### src/rtl/jtag_bscan_pkg.sv
package jtag_bscan_pkg;

   localparam int unsigned IR_W    = 3;
   localparam int unsigned MAX_PIN = 32;

   localparam logic [IR_W-1:0] INS_EXTEST = 3'b000;
   localparam logic [IR_W-1:0] INS_IDCODE = 3'b001;
   localparam logic [IR_W-1:0] INS_SAMPLE = 3'b010;
   localparam logic [IR_W-1:0] INS_USER   = 3'b011;
   localparam logic [IR_W-1:0] INS_BYPASS = 3'b111;

   typedef enum logic [3:0] {
      ST_RESET   = 4'd0,
      ST_IDLE    = 4'd1,
      ST_SEL_DR  = 4'd2,
      ST_CAP_DR  = 4'd3,
      ST_SH_DR   = 4'd4,
      ST_EX1_DR  = 4'd5,
      ST_PAU_DR  = 4'd6,
      ST_EX2_DR  = 4'd7,
      ST_UPD_DR  = 4'd8,
      ST_SEL_IR  = 4'd9,
      ST_CAP_IR  = 4'd10,
      ST_SH_IR   = 4'd11,
      ST_EX1_IR  = 4'd12,
      ST_PAU_IR  = 4'd13,
      ST_EX2_IR  = 4'd14,
      ST_UPD_IR  = 4'd15
   } tap_state_e;

   // pin kind codes, two bits per pin in the kinds vector
   localparam logic [1:0] PK_IN    = 2'd0;
   localparam logic [1:0] PK_OUT   = 2'd1;
   localparam logic [1:0] PK_TRI   = 2'd2;
   localparam logic [1:0] PK_BIDIR = 2'd3;

   function automatic int unsigned cell_count(input logic [1:0] kind);
      case (kind)
         PK_TRI:   return 2;
         PK_BIDIR: return 3;
         default:  return 1;
      endcase
   endfunction

   function automatic int unsigned cell_offset(input logic [2*MAX_PIN-1:0] kinds,
                                               input int unsigned pin);
      int unsigned sum;
      sum = 0;
      for (int unsigned i = 0; i < MAX_PIN; i++)
         if (i < pin) sum += cell_count(kinds[2*i +: 2]);
      return sum;
   endfunction

endpackage

### src/rtl/jtag_tap_ctrl.sv
module jtag_tap_ctrl
   import jtag_bscan_pkg::*;
(
   input  logic       tck,
   input  logic       rst_n,
   input  logic       tms,
   output tap_state_e state
);

   tap_state_e nxt;

   always_comb begin
      case (state)
         ST_RESET:  nxt = tms ? ST_RESET  : ST_IDLE;
         ST_IDLE:   nxt = tms ? ST_SEL_DR : ST_IDLE;
         ST_SEL_DR: nxt = tms ? ST_SEL_IR : ST_CAP_DR;
         ST_CAP_DR: nxt = tms ? ST_EX1_DR : ST_SH_DR;
         ST_SH_DR:  nxt = tms ? ST_EX1_DR : ST_SH_DR;
         ST_EX1_DR: nxt = tms ? ST_UPD_DR : ST_PAU_DR;
         ST_PAU_DR: nxt = tms ? ST_EX2_DR : ST_PAU_DR;
         ST_EX2_DR: nxt = tms ? ST_UPD_DR : ST_SH_DR;
         ST_UPD_DR: nxt = tms ? ST_SEL_DR : ST_IDLE;
         ST_SEL_IR: nxt = tms ? ST_RESET  : ST_CAP_IR;
         ST_CAP_IR: nxt = tms ? ST_EX1_IR : ST_SH_IR;
         ST_SH_IR:  nxt = tms ? ST_EX1_IR : ST_SH_IR;
         ST_EX1_IR: nxt = tms ? ST_UPD_IR : ST_PAU_IR;
         ST_PAU_IR: nxt = tms ? ST_EX2_IR : ST_PAU_IR;
         ST_EX2_IR: nxt = tms ? ST_UPD_IR : ST_SH_IR;
         default:   nxt = tms ? ST_SEL_DR : ST_IDLE;
      endcase
   end

   always_ff @(posedge tck or negedge rst_n) begin
      if (!rst_n) state <= ST_RESET;
      else        state <= nxt;
   end

   // run length of TMS-high cycles, saturating at five
   logic [2:0] high_run;
   always_ff @(posedge tck or negedge rst_n) begin
      if (!rst_n)             high_run <= 3'd0;
      else if (!tms)          high_run <= 3'd0;
      else if (high_run != 5) high_run <= high_run + 3'd1;
   end


   tms_reset_chk: assert property (@(posedge tck) disable iff (!rst_n)
      (high_run == 3'd5) |-> (state == ST_RESET));

endmodule

### src/rtl/jtag_bscan_chain.sv
module jtag_bscan_chain
   import jtag_bscan_pkg::*;
#(
   parameter int unsigned           NPINS     = 4,
   parameter logic [2*NPINS-1:0]    PIN_KINDS = 8'hE4,
   parameter int unsigned           LEN       = 7
)(
   input  logic             tck,
   input  logic             rst_n,
   input  logic             tdi,
   input  logic             capture,
   input  logic             shift,
   input  logic             update,
   input  logic             extest,
   input  logic [NPINS-1:0] pad_i,
   input  logic [NPINS-1:0] core_o,
   input  logic [NPINS-1:0] core_oe,
   output logic [NPINS-1:0] core_i,
   output logic [NPINS-1:0] pad_o,
   output logic [NPINS-1:0] pad_oe,
   output logic             so
);

   localparam logic [2*MAX_PIN-1:0] KINDS_W = (2*MAX_PIN)'(PIN_KINDS);

   logic [LEN-1:0] cap_v;
   logic [LEN-1:0] sh_q;
   logic [LEN-1:0] upd_q;

   for (genvar p = 0; p < NPINS; p++) begin : g_pin
      localparam int unsigned OFF  = cell_offset(KINDS_W, p);
      localparam logic [1:0]  KIND = PIN_KINDS[2*p +: 2];
      case (KIND)
         PK_IN: begin : g_in
            assign cap_v[OFF] = pad_i[p];
            assign core_i[p]  = extest ? upd_q[OFF] : pad_i[p];
            assign pad_o[p]   = 1'b0;
            assign pad_oe[p]  = 1'b0;
         end
         PK_OUT: begin : g_out
            assign cap_v[OFF] = core_o[p];
            assign pad_o[p]   = extest ? upd_q[OFF] : core_o[p];
            assign pad_oe[p]  = 1'b1;
            assign core_i[p]  = 1'b0;
         end
         PK_TRI: begin : g_tri
            assign cap_v[OFF]   = core_o[p];
            assign cap_v[OFF+1] = core_oe[p];
            assign pad_o[p]     = extest ? upd_q[OFF]   : core_o[p];
            assign pad_oe[p]    = extest ? upd_q[OFF+1] : core_oe[p];
            assign core_i[p]    = 1'b0;
         end
         default: begin : g_bidir
            assign cap_v[OFF]   = pad_i[p];
            assign cap_v[OFF+1] = core_o[p];
            assign cap_v[OFF+2] = core_oe[p];
            assign core_i[p]    = extest ? upd_q[OFF]   : pad_i[p];
            assign pad_o[p]     = extest ? upd_q[OFF+1] : core_o[p];
            assign pad_oe[p]    = extest ? upd_q[OFF+2] : core_oe[p];
         end
      endcase
   end

   always_ff @(posedge tck or negedge rst_n) begin
      if (!rst_n)       sh_q <= '0;
      else if (capture) sh_q <= cap_v;
      else if (shift)   sh_q <= {tdi, sh_q[LEN-1:1]};
   end

   always_ff @(negedge tck or negedge rst_n) begin
      if (!rst_n)      upd_q <= '0;
      else if (update) upd_q <= sh_q;
   end

   assign so = sh_q[0];


   latch_hold_chk: assert property (@(posedge tck) disable iff (!rst_n)
      !update |-> $stable(upd_q));

endmodule

### src/rtl/jtag_user_dr.sv
module jtag_user_dr #(
   parameter int unsigned LEN = 3
)(
   input  logic           tck,
   input  logic           rst_n,
   input  logic           tdi,
   input  logic           capture,
   input  logic           shift,
   input  logic           update,
   input  logic [LEN-1:0] par_i,
   output logic [LEN-1:0] par_o,
   output logic           so
);

   logic [LEN-1:0] sh_q;

   always_ff @(posedge tck or negedge rst_n) begin
      if (!rst_n)       sh_q <= '0;
      else if (capture) sh_q <= par_i;
      else if (shift)   sh_q <= {tdi, sh_q[LEN-1:1]};
   end

   always_ff @(negedge tck or negedge rst_n) begin
      if (!rst_n)      par_o <= '0;
      else if (update) par_o <= sh_q;
   end

   assign so = sh_q[0];


   user_hold_chk: assert property (@(posedge tck) disable iff (!rst_n)
      !update |-> $stable(par_o));

endmodule

### src/rtl/jtag_bscan_tap.sv
module jtag_bscan_tap
   import jtag_bscan_pkg::*;
#(
   parameter int unsigned        NPINS     = 4,
   parameter logic [2*NPINS-1:0] PIN_KINDS = 8'hE4,
   parameter int unsigned        USER_LEN  = 3,
   parameter logic [31:0]        ID_CODE   = 32'h0A5C_3E6B
)(
   input  logic                tck,
   input  logic                tms,
   input  logic                tdi,
   input  logic                rst_n,
   output logic                tdo,
   input  logic [NPINS-1:0]    pad_i,
   input  logic [NPINS-1:0]    core_o,
   input  logic [NPINS-1:0]    core_oe,
   output logic [NPINS-1:0]    core_i,
   output logic [NPINS-1:0]    pad_o,
   output logic [NPINS-1:0]    pad_oe,
   output logic [USER_LEN-1:0] user_out,
   input  logic [USER_LEN-1:0] user_in
);

   localparam int unsigned CHAIN_LEN = cell_offset((2*MAX_PIN)'(PIN_KINDS), NPINS);

   initial begin
      assert (NPINS >= 1 && NPINS <= MAX_PIN) else $error("NPINS out of range");
      assert (ID_CODE[0] == 1'b1) else $error("ID_CODE LSB must be 1");
      assert (USER_LEN >= 2) else $error("USER_LEN must be at least 2");
      assert (CHAIN_LEN >= 2) else $error("chain must hold at least 2 cells");
   end

   tap_state_e state;

   jtag_tap_ctrl u_ctrl (
      .tck   (tck),
      .rst_n (rst_n),
      .tms   (tms),
      .state (state)
   );

   // instruction register
   logic [IR_W-1:0] ir_sh, ir_q;

   always_ff @(posedge tck or negedge rst_n) begin
      if (!rst_n)                  ir_sh <= '0;
      else if (state == ST_CAP_IR) ir_sh <= 3'b001;
      else if (state == ST_SH_IR)  ir_sh <= {tdi, ir_sh[IR_W-1:1]};
   end

   always_ff @(negedge tck or negedge rst_n) begin
      if (!rst_n)                  ir_q <= INS_IDCODE;
      else if (state == ST_RESET)  ir_q <= INS_IDCODE;
      else if (state == ST_UPD_IR) ir_q <= ir_sh;
   end

   logic sel_ext, sel_chain, sel_id, sel_user, sel_byp;
   assign sel_ext   = (ir_q == INS_EXTEST);
   assign sel_chain = sel_ext || (ir_q == INS_SAMPLE);
   assign sel_id    = (ir_q == INS_IDCODE);
   assign sel_user  = (ir_q == INS_USER);
   assign sel_byp   = !(sel_chain || sel_id || sel_user);

   logic cap_dr, sh_dr, upd_dr;
   assign cap_dr = (state == ST_CAP_DR);
   assign sh_dr  = (state == ST_SH_DR);
   assign upd_dr = (state == ST_UPD_DR);

   // boundary chain
   logic chain_so;

   jtag_bscan_chain #(
      .NPINS     (NPINS),
      .PIN_KINDS (PIN_KINDS),
      .LEN       (CHAIN_LEN)
   ) u_chain (
      .tck     (tck),
      .rst_n   (rst_n),
      .tdi     (tdi),
      .capture (cap_dr && sel_chain),
      .shift   (sh_dr && sel_chain),
      .update  (upd_dr && sel_chain),
      .extest  (sel_ext),
      .pad_i   (pad_i),
      .core_o  (core_o),
      .core_oe (core_oe),
      .core_i  (core_i),
      .pad_o   (pad_o),
      .pad_oe  (pad_oe),
      .so      (chain_so)
   );

   // user register
   logic user_so;

   jtag_user_dr #(.LEN(USER_LEN)) u_user (
      .tck     (tck),
      .rst_n   (rst_n),
      .tdi     (tdi),
      .capture (cap_dr && sel_user),
      .shift   (sh_dr && sel_user),
      .update  (upd_dr && sel_user),
      .par_i   (user_in),
      .par_o   (user_out),
      .so      (user_so)
   );

   // identifier and bypass registers
   logic [31:0] id_q;
   logic        byp_q;

   always_ff @(posedge tck or negedge rst_n) begin
      if (!rst_n) begin
         id_q  <= '0;
         byp_q <= 1'b0;
      end else begin
         if (cap_dr && sel_id)      id_q <= ID_CODE;
         else if (sh_dr && sel_id)  id_q <= {tdi, id_q[31:1]};
         if (cap_dr && sel_byp)     byp_q <= 1'b0;
         else if (sh_dr && sel_byp) byp_q <= tdi;
      end
   end

   logic dr_so;
   always_comb begin
      if (sel_chain)     dr_so = chain_so;
      else if (sel_id)   dr_so = id_q[0];
      else if (sel_user) dr_so = user_so;
      else               dr_so = byp_q;
   end

   logic tdo_q;
   always_ff @(negedge tck or negedge rst_n) begin
      if (!rst_n)                 tdo_q <= 1'b0;
      else if (state == ST_SH_DR) tdo_q <= dr_so;
      else if (state == ST_SH_IR) tdo_q <= ir_sh[0];
      else                        tdo_q <= 1'b0;
   end
   assign tdo = tdo_q;


   ir_idcode_chk: assert property (@(posedge tck) disable iff (!rst_n)
      (state == ST_RESET) |-> (ir_q == INS_IDCODE));


   bypass_shift_chk: assert property (@(posedge tck) disable iff (!rst_n)
      (sh_dr && sel_byp) |=> (byp_q == $past(tdi)));


   tdo_quiet_chk: assert property (@(posedge tck) disable iff (!rst_n)
      ($past(state) != ST_SH_DR && $past(state) != ST_SH_IR
       && state != ST_SH_DR && state != ST_SH_IR) |-> (tdo == 1'b0));

endmodule

### config.mk
export PLATFORM = sky130hd
export DESIGN_NAME = jtag_bscan_tap
export DESIGN_NICKNAME = d
export VERILOG_FILES = /design/src/rtl/jtag_bscan_pkg.sv /design/src/rtl/jtag_tap_ctrl.sv /design/src/rtl/jtag_bscan_chain.sv /design/src/rtl/jtag_user_dr.sv /design/src/rtl/jtag_bscan_tap.sv
export SDC_FILE = /design/constraint.sdc
export NUM_CORES = 1
export LEC_CHECK = 0
export ABC_AREA = 1
export BUFFER_PORTS_ARGS = -buffer_cell sky130_fd_sc_hd__buf_2
export CAP_MARGIN = 20
export CELL_PAD_IN_SITES_DETAIL_PLACEMENT = 1
export CELL_PAD_IN_SITES_GLOBAL_PLACEMENT = 1
export CORE_MARGIN = 3
export CORE_UTILIZATION = 25
export CTS_BUF_LIST = sky130_fd_sc_hd__clkbuf_16
export DETAILED_ROUTE_END_ITERATION = 12
export GPL_ROUTABILITY_DRIVEN = 1
export PLACE_DENSITY_LB_ADDON = 0.1
export SLEW_MARGIN = 20
export SYNTH_ARGS = -nofsm -noshare
export SYNTH_HDL_FRONTEND = slang
export SYNTH_SLANG_ARGS = --single-unit
### constraint.sdc
create_clock -name tck -period 3 [get_ports tck]
set_input_delay 0.3 -clock tck [delete_from_list [all_inputs] [get_ports tck]]
set_output_delay 0.3 -clock tck [all_outputs]
set_load 0.02 [all_outputs]
==> impl_metrics.ini <==
[status]
status = finished with violations
violations = negative setup slack

[finish]
most-common-layout-cells = 123 x nand2_1, 49 x dfrtp_1, 37 x inv_1
areaGrowthSynthToFinish_pct = 33.5
final_cells = 623
final_common_cell = nand2_1
final_nets = 465
final_layout_size_suffix_gt1_share_pct = 29.9
fin_util_pct = 34.2
fill_cells = 1506
n_antenna_cell = 0

[power_and_ir_drop]
p_clk_share_pct = 23.4
p_leak_uw = 0.00213
switchingPower_uw = 1610
peakVddDrop_mv = 0.442
powerDensity_mw_per_mm2 = 964
p_int_uw = 2580
combPwrFrac_pct = 44.7
share_seq_of_total_power_pct = 31.9
netSwitchingFraction_pct = 38.4

[sta]
setup_viol = 37
skew_ps = 55.5
fin_ws_ps = -297
rsz0062_at_grt = yes
drv_slew = 0
hold_violations = 0

[placed_design]
dp.cells = 595
hpwlAfterDp_microns = 5250
preCtsSetupSlack_ps = 25.4
routabilityCongestion = 0.741
portBuffers = 24

[logic_synthesis]
synthFlopType = dfrtp_1
netlist_area_sq_mm = 0.00325
synth_cells = 394
async_reset_ff_share_pct = 100
yosys_warnings = 0
ys_types = 31
avgSynthCellArea_sq_um = 8.25
ys_seq_elements = 64
synth-edff-count = 0
synth_seq_area_share_pct = 49.3

[drt]
vias = 2722
first_pass_iters = 4
dr.first_iter.drc_count = 119
wire_per_inst_microns = 13.6
ant_nets = 0
drt-total-wl_microns = 8450
post-route-drc-count = 0
via_per_inst = 4.37

[global_routing]
grt_pass1_wl_microns = 13800
antenna_found_initial = 0
grt_pass1_vias = 2810
track_usage_pct = 12.3
grt_max_degree = 65
overflow = 0

[floorplanning]
die_w_microns = 120
io_pins = 35
fp.dieH_microns = 120
start_util_pct = 25.6
die-area_sq_mm = 0.0144
rows = 41
core_sq_mm = 0.0127

[critical_path]
rr_worst_depth = 9
end_kind = output port
cp-start-kind = register
cp_max_fo = 7
worstPathRequired_ps = 2700
arrival_ps = 3000
critPathKind = reg2out
crit-reg2reg-launch = ir_q[0]
crit_start = ir_q[0]

[cts]
numCtsBuffers = 9
clock_latency_ps = 380
htreeDepth = 3
clkTransAtPathRegs_ps = 60
clock-sinks = 64
cts_tree = done
cts_buffer_depth = 2
cts-root-buf = clkbuf_16

[flow_run]
drv_cap = 0

[hold_path]
min_from = tdi
hold_class = in2reg
hold_depth = 3
-- path summary, 6_finish.rpt --
kind                                     to  slack [ps]
setup / recovery                  core_i[3]        -300
hold / removal                     id_q[31]         260
setup reg to reg             u_user.sh_q[2]        -100
hold reg to reg            u_chain.upd_q[3]         430
max in group asynchronous           ir_q[0]         690
min in group asynchronous   u_ctrl.state[3]         540
-- routing by layer --
layer / global-route usage [%] / part of all wire [%] / vias up
met2: 20.2 / 49 / 20
met4: 3.87 / 1.1 / 0
met3: 4.10 / 2.6 / 6
met1: 15.2 / 47 / 1343
li1: - / - / 1353
met5: 0 / 0 / -
-- synth_stat cells, types with 2 or more instances --
| library cell | instances | share of area, % |
|---|---|---|
| dfrtn_1 | 13 | 10 |
| o21ai_2 | 19 | 5.1 |
| nand4_1 | 5 | 0.96 |
| inv_2 | 5 | 0.58 |
| nor2_2 | 4 | 0.77 |
| buf_4 | 5 | 1.2 |
| nand2_8 | 3 | 1.8 |
| a21oi_1 | 12 | 1.8 |
| nor2_4 | 2 | 0.69 |
| nand2_2 | 2 | 0.38 |
| buf_2 | 2 | 0.31 |
| nand2_1 | 125 | 14 |
| o21ai_1 | 22 | 3.4 |
| conb_1 | 2 | 0.23 |
| inv_1 | 37 | 4.3 |
| o22ai_1 | 4 | 0.77 |
| dfrtp_1 | 50 | 39 |
| o21ai_0 | 8 | 1.2 |
| nand3_1 | 21 | 3.2 |
| buf_6 | 9 | 3.1 |
| nor2_1 | 34 | 3.9 |
-- cells by family after synthesis --
logic type             synth area share (%)
buffers and inverters                  9.70
other                                 0.231
AO/OA/AOI/OAI                          12.8
flip-flops                             49.3
AND/OR/NAND/NOR                        27.9
-- state kept, by name, summed over array words and instances (netlist names) --
signal and cells:
id_q 32, u_chain.sh_q 7, u_chain.upd_q 7, u_ctrl.state 4, ir_q 3, ir_sh 3
u_user.par_o 3, u_user.sh_q 3, byp_q 1, tdo 1
-- metrics by stage --
step                hold slack [ps]  setup TNS, ps  instance area [sq um]  total power, uW
finish                          259          -3030                   4340             4180
global route                    250          -5990                   4340             4530
CTS                             248          -2330                   4020             3930
detailed placement              355              0                   3670             2880
global placement                356              0                   3670             2850
floorplan                      4.41          -41.4                   3300             2460
-- critical path, stage by stage (launching register included) --
cell and delay, ps:
dfstp_2 550, nor2_4 50, nand2_4 80, buf_12 130, nor2_1 60, a21oi_4 110
buf_6 130
-- final cells by class --
class,instances,area [sq um],share of cell area (%)
tap,172,215,4.96
inverter,42,161,3.72
timing repair buffer,54,564,13.0
multi-input combinational,274,1510,34.9
clock buffer,10,250,5.77
sequential,64,1600,37.0
clock inverter,7,28.8,0.663
-- what timing repair did --
action	CTS	global route
hold endpoints to repair	8	0
gates resized for setup	11	39
hold buffers	1	0
setup buffers	1	6
cloned	1	4
setup endpoints to repair	7	41
pin swaps	1	12
-- power groups by stage --
stage	registers [uW]	clock network [uW]	logic, uW
3_3_place_gp	1320	4.17	1520
6_report	1330	980	1870
2_1_floorplan	1320	4.17	1140
5_1_grt	1370	1060	2090
3_5_place_dp	1330	4.17	1540
4_1_cts	1320	1020	1590
Note: power is estimated with default switching activity, not from simulation.
